<file path="src/rtl/adc_host_pkg.sv">
package adc_host_pkg;
  localparam int REG_AW = 3;

  localparam logic [REG_AW-1:0] A_CTRL = 3'd0;
  localparam logic [REG_AW-1:0] A_STAT = 3'd1;
  localparam logic [REG_AW-1:0] A_RLO  = 3'd2;
  localparam logic [REG_AW-1:0] A_RHI  = 3'd3;
  localparam logic [REG_AW-1:0] A_GO   = 3'd4;

  typedef struct packed {
    logic free_run;
    logic irq_en;
    logic host_sel;
  } ctrl_t;
endpackage

</file>
<file path="src/rtl/adc_host_regs.sv">
module adc_host_regs
  import adc_host_pkg::*;
#(
  parameter int ADDR_W = REG_AW,
  parameter int RES_W  = 10
) (
  input  logic              clk,
  input  logic              rst,
  input  logic [ADDR_W-1:0] host_addr,
  input  logic              host_wr,
  input  logic              host_rd,
  input  logic [7:0]        host_wdata,
  input  logic [RES_W-1:0]  result,
  input  logic              done_flag,
  input  logic              timer_lvl,
  output logic [7:0]        host_rdata,
  output ctrl_t             ctrl,
  output logic              go_wr,
  output logic              rd_lo
);
  localparam int EXT_W = 16;

  logic [EXT_W-1:0] res_ext;
  logic [7:0]       rd_mux;

  assign res_ext = EXT_W'(result);
  assign go_wr   = host_wr && (host_addr == ADDR_W'(A_GO));
  assign rd_lo   = host_rd && (host_addr == ADDR_W'(A_RLO));

  always_ff @(posedge clk) begin
    if (rst) begin
      ctrl <= '0;
    end else if (host_wr && host_addr == ADDR_W'(A_CTRL)) begin
      ctrl <= ctrl_t'(host_wdata[2:0]);
    end
  end

  always_comb begin
    rd_mux = 8'h00;
    case (host_addr)
      ADDR_W'(A_CTRL): rd_mux = {5'b0, ctrl};
      ADDR_W'(A_STAT): rd_mux = {6'b0, timer_lvl, done_flag};
      ADDR_W'(A_RLO):  rd_mux = res_ext[7:0];
      ADDR_W'(A_RHI):  rd_mux = res_ext[15:8];
      default:         rd_mux = 8'h00;
    endcase
  end

  always_ff @(posedge clk) begin
    if (rst) begin
      host_rdata <= 8'h00;
    end else if (host_rd) begin
      host_rdata <= rd_mux;
    end
  end
endmodule

</file>
<file path="src/rtl/adc_host_trig.sv">
module adc_host_trig #(
  parameter int PULSE_W = 4,
  parameter int SYNC_N  = 2
) (
  input  logic clk,
  input  logic rst,
  input  logic timer_clk,
  input  logic host_sel,
  input  logic free_run,
  input  logic go_wr,
  input  logic eoc_rise,
  output logic timer_lvl,
  output logic trig,
  output logic adc_start
);
  localparam int CW = (PULSE_W > 1) ? $clog2(PULSE_W) : 1;

  logic [SYNC_N-1:0] sync_q;
  logic              lvl_q;
  logic [CW-1:0]     cnt_q;

  always_ff @(posedge clk) begin
    if (rst) begin
      sync_q <= '0;
      lvl_q  <= 1'b0;
    end else begin
      sync_q <= {sync_q[SYNC_N-2:0], timer_clk};
      lvl_q  <= sync_q[SYNC_N-1];
    end
  end

  assign timer_lvl = sync_q[SYNC_N-1];
  assign trig = (host_sel ? go_wr : (timer_lvl && !lvl_q))
              || (free_run && eoc_rise);

  always_ff @(posedge clk) begin
    if (rst) begin
      adc_start <= 1'b0;
      cnt_q     <= '0;
    end else if (!adc_start) begin
      if (trig) begin
        adc_start <= 1'b1;
        cnt_q     <= CW'(PULSE_W - 1);
      end
    end else if (cnt_q != '0) begin
      cnt_q <= cnt_q - 1'b1;
    end else begin
      adc_start <= 1'b0;
    end
  end
endmodule

</file>
<file path="src/rtl/adc_host_buf.sv">
module adc_host_buf #(
  parameter int RES_W = 10
) (
  input  logic             clk,
  input  logic             rst,
  input  logic             adc_eoc,
  input  logic [RES_W-1:0] adc_data,
  input  logic             rd_lo,
  input  logic             irq_en,
  output logic [RES_W-1:0] result,
  output logic             done_flag,
  output logic             eoc_rise,
  output logic             irq
);
  logic eoc_q;

  assign eoc_rise = adc_eoc && !eoc_q;

  always_ff @(posedge clk) begin
    if (rst) begin
      eoc_q     <= 1'b0;
      result    <= '0;
      done_flag <= 1'b0;
      irq       <= 1'b0;
    end else begin
      eoc_q <= adc_eoc;
      if (eoc_rise) begin
        result    <= adc_data;
        done_flag <= 1'b1;
      end else if (rd_lo) begin
        done_flag <= 1'b0;
      end
      irq <= irq_en && done_flag;
    end
  end
endmodule

</file>
<file path="src/rtl/adc_host_if.sv">
module adc_host_if
  import adc_host_pkg::*;
#(
  parameter int ADDR_W  = REG_AW,
  parameter int RES_W   = 10,
  parameter int PULSE_W = 4,
  parameter int SYNC_N  = 2
) (
  input  logic              clk,
  input  logic              rst,
  input  logic [ADDR_W-1:0] host_addr,
  input  logic              host_wr,
  input  logic              host_rd,
  input  logic [7:0]        host_wdata,
  output logic [7:0]        host_rdata,
  output logic              irq,
  input  logic              timer_clk,
  output logic              adc_start,
  input  logic              adc_eoc,
  input  logic [RES_W-1:0]  adc_data
);
  ctrl_t            ctrl;
  logic             go_wr;
  logic             rd_lo;
  logic             trig;
  logic             timer_lvl;
  logic             eoc_rise;
  logic             done_flag;
  logic [RES_W-1:0] result;

  adc_host_regs #(.ADDR_W(ADDR_W), .RES_W(RES_W)) u_regs (
    .clk(clk), .rst(rst), .host_addr(host_addr), .host_wr(host_wr),
    .host_rd(host_rd), .host_wdata(host_wdata), .result(result),
    .done_flag(done_flag), .timer_lvl(timer_lvl), .host_rdata(host_rdata),
    .ctrl(ctrl), .go_wr(go_wr), .rd_lo(rd_lo)
  );

  adc_host_trig #(.PULSE_W(PULSE_W), .SYNC_N(SYNC_N)) u_trig (
    .clk(clk), .rst(rst), .timer_clk(timer_clk), .host_sel(ctrl.host_sel),
    .free_run(ctrl.free_run), .go_wr(go_wr), .eoc_rise(eoc_rise),
    .timer_lvl(timer_lvl), .trig(trig), .adc_start(adc_start)
  );

  adc_host_buf #(.RES_W(RES_W)) u_buf (
    .clk(clk), .rst(rst), .adc_eoc(adc_eoc), .adc_data(adc_data),
    .rd_lo(rd_lo), .irq_en(ctrl.irq_en), .result(result),
    .done_flag(done_flag), .eoc_rise(eoc_rise), .irq(irq)
  );
endmodule

</file>
<file path="config.mk">
export PLATFORM = sky130hd
export DESIGN_NAME = adc_host_if
export DESIGN_NICKNAME = d
export VERILOG_FILES = /design/src/rtl/adc_host_pkg.sv /design/src/rtl/adc_host_regs.sv /design/src/rtl/adc_host_trig.sv /design/src/rtl/adc_host_buf.sv /design/src/rtl/adc_host_if.sv
export SDC_FILE = /design/constraint.sdc
export NUM_CORES = 1
export LEC_CHECK = 0
export BUFFER_PORTS_ARGS = -buffer_cell sky130_fd_sc_hd__buf_4
export CAP_MARGIN = 20
export CORE_MARGIN = 2
export CORE_UTILIZATION = 45
export DETAILED_ROUTE_END_ITERATION = 16
export GPL_TIMING_DRIVEN = 0
export HOLD_SLACK_MARGIN = 0.08
export PLACE_DENSITY = 0.72
export SYNTH_ARGS = -nofsm -noshare
export SYNTH_HDL_FRONTEND = slang
export SYNTH_SLANG_ARGS = --single-unit
export TNS_END_PERCENT = 50
</file>
<file path="constraint.sdc">
create_clock -name clk -period 1.7 [get_ports clk]
set_input_delay 0.17 -clock clk [delete_from_list [all_inputs] [get_ports clk]]
set_output_delay 0.17 -clock clk [all_outputs]
set_load 0.1 [all_outputs]
</file>
==> results.yml <==
routing:
  ant_nets: 0
  vias: 999
  routed_via_density: 4.87
  first_iter_violations: 19
  drc: 0
  dr.pass1.iters: 4
  wl_um: 2420
  wl_per_cell_um: 11.8
critical_path:
  reg2reg_depth: 5
  crit_chain: "inv_1, ha_1, nor2b_1, a221oi_1, o31a_1"
  cp-end-kind: "flop"
  start_kind: "flop"
  cp_max_fo: 4
  critical_path.slowest_cell: "dfxtp_1"
  max_stage_delay_ps: 390
  rrSetupSlack_ps: 370
  r2r-end: "u_trig.cnt_q[0]$_SDFFE_PP0P_"
  crit_type: "reg2reg"
  required_ps: 1970
  rr_startpoint: "u_trig.cnt_q[0]$_SDFFE_PP0P_"
  crit_arrival_ps: 1600
cts:
  cts_resized: 0
  cts_buffers: 5
  cts_root_buf: "clkbuf_4"
  cts_hold_buf: 3
  cts_sinks: 30
  cts.clk_slew.worst_paths_ps: 90
  cts_buffer_depth: 2
  cts_htree_levels: 2
  clkLatencyLatePin_ps: 320
  cts_tree: "yes"
  cts_setup_buffers: 0
grt:
  overflow: 0
  grt_pass1_wl_um: 3800
  antenna_found_initial: 0
  grt_max_degree: 11
  grt_use_total_pct: 18.2
  grt_pass1_vias: 858
timing:
  clock_skew_ps: 6.82
  finalHoldViolations: 0
  min_period_over_period_pct: 78.1
  max_freq_mhz: 754
  rsz0062_at_grt: "false"
  relSlewSlack_pct: 68.6
  finalCriticalPeriod_ps: 1330
  tns_ps: 0
  worst_slew_pin_slew_ps: 471
  setup_viol: 0
  finalMaxSlewViolations: 0
synth:
  postSynthAreaPerCell_um2: 9.00
  synth_top_family_by_area: "simple AND/OR/NAND/NOR gates"
  synth_fa_ha_area_share_pct: 1.07
  synthDistinctLibCells: 29
  ys_seq_area_share_pct: 51.3
  ys_ff_latch: 30
  synth_cells: 130
  synth_xor_area_share_pct: 0
  synth_compound_area_share_pct: 15.4
  synthSimpleGateAreaFrac_pct: 22.0
  syn_nets: 158
  synth_mux_area_share_pct: 6.84
  netlist_area_um2: 1170
  synth_warnings: 0
floorplanning:
  start_util_pct: 47.2
  row_count: 18
  core_um2: 2480
  ioPinCount: 37
  die_area_um2: 3020
  die_width_um: 55.0
  die_h_um: 55.0
placement:
  dp_hpwl_um: 1740
  post-place-cells: 190
  gp_congestion: 0.757
  place.port_buffers: 30
  post_dp_cell_area_um2: 1430
pwr:
  vdd.ir_drop.worst_v: 0.000612
  power_leakage_nw: 0.647
  total_power_mw: 1.37
  p_per_area_nw_per_um2: 878
cells_and_area:
  area_delta_synth_final_pct: 33.6
  post-route-util_pct: 63.1
  instances_no_fill: 205
  fill_cells: 228
  postLayoutCellArea_um2: 1560
  final_nets: 202
  multi_input_area_um2: 531
  antenna_cells: 0
  drive_gt1_share_pct: 25.1
  regArea_um2: 601
worst_hold_path:
  min_from: "adc_data[7]"
  hold_depth: 3
  min_to: "u_buf.result[7]$_SDFFE_PP0P_"
  hold_class: "in2reg"
run_status:
  status: "completed"
run:
  cap_violations: 0
## kinds of logic (layout without fill, tap and decap cells)
kind of cell,count (synthesis),count (layout)
flip-flops,30,30
adder cells (fa/ha/maj),1,1
AO/OA/AOI/OAI,30,30
AND/OR/NAND/NOR,52,52
multiplexers,8,8
buffers and inverters,9,54
## layer usage
layer	vias up	track usage [%]	part of all wire (%)	wire, µm
met4	0	7.32	1.7	41
met5	-	0	0	0
met1	437	23.6	50	1210
met3	7	7.26	5.9	143
li1	531	-	-	-
met2	24	27.0	42	1030
## synthesized netlist by cell type
library cell   n  share of area, %
buf_4          1              0.64
nand2b_1       1              0.54
o21a_1         1              0.64
nand2b_4       1               1.2
o2bb2ai_1      1              0.75
nor4_1         1              0.54
buf_2          1              0.43
a22oi_1        5               3.2
or3b_1         1              0.75
mux2i_1        8               6.8
inv_1          2              0.64
nor3_4         1               1.4
clkbuf_1       4               1.3
nand2_1       23               7.4
o31ai_1        1              0.64
a21oi_1       17               7.3
nor2_2         1              0.54
o22ai_1        1              0.54
dfxtp_1       30                51
ha_1           1               1.1
or2_2          1              0.54
nand3b_1       1              0.64
nor2_1        13               4.2
a221oi_1       1              0.75
nor3b_1        1              0.64
inv_2          1              0.32
nor2b_1        7               3.7
o21ai_0        2              0.86
o31a_1         1              0.75
## report_power, final
part	internal [mW]	total (mW)	leakage (nW)	switching, mW
Combinational	0.0876	0.187	0.367	0.0990
Clock	0.200	0.436	0.0353	0.235
Sequential	0.731	0.750	0.245	0.0187
## cell type report
cell class | instances | share of cell area [%]
buffer | 6 | 1.76
sequential | 30 | 38.4
multi-input combinational | 91 | 33.9
clock buffer | 7 | 3.52
timing repair buffer | 37 | 18.9
inverter | 3 | 0.721
tap | 30 | 2.40
clock inverter | 1 | 0.320
## worst max-delay path by stage
stage,start,to
global route,u_trig.cnt_q[0]$_SDFFE_PP0P_,u_trig.cnt_q[0]$_SDFFE_PP0P_
finish,u_trig.cnt_q[0]$_SDFFE_PP0P_,u_trig.cnt_q[0]$_SDFFE_PP0P_
global placement,u_trig.cnt_q[0]$_SDFFE_PP0P_,u_trig.cnt_q[0]$_SDFFE_PP0P_
CTS,u_trig.cnt_q[0]$_SDFFE_PP0P_,u_trig.cnt_q[0]$_SDFFE_PP0P_
floorplan,u_trig.adc_start$_SDFF_PP0_,u_trig.cnt_q[0]$_SDFFE_PP0P_
detailed placement,u_trig.cnt_q[0]$_SDFFE_PP0P_,u_trig.cnt_q[0]$_SDFFE_PP0P_
## per-stage QoR
| stage | hold slack (ps) | setup WS (ps) |
|---|---|---|
| after global routing | 80.5 | 243 |
| after global placement | 384 | 473 |
| after CTS | 83.0 | 360 |
| after detailed placement | 392 | 376 |
| after floorplan | 298 | 65.7 |
| final | 85.8 | 373 |
## cell usage in the layout (no fill, tap or decap), types with 2 or more instances in the layout
master and n:
clkbuf_4 5, mux2i_1 8, inv_1 2, dfxtp_1 30
nor2_1 13, clkbuf_1 5, o21ai_0 2, buf_4 31
nand2_1 23, a22oi_1 5, nor2b_1 7, dlygate4sd3_1 7
a21oi_1 17
## critical path, delay by kind of cell, from the launching register on
kind | cells | cell delay, ps
compound gates | 2 | 470
fa+ha+maj | 1 | 220
buf+inv | 1 | 60
flops | 1 | 390
simple gates | 1 | 140
## state kept, by name, indices dropped and copies added (netlist names)
name               count
u_buf.result          10
u_regs.host_rdata      8
u_regs.ctrl            3
u_trig.cnt_q           2
u_trig.sync_q          2
u_buf.done_flag        1
u_buf.eoc_q            1
u_buf.irq              1
u_trig.adc_start       1
u_trig.lvl_q           1
(Power assumes the default switching activity.)
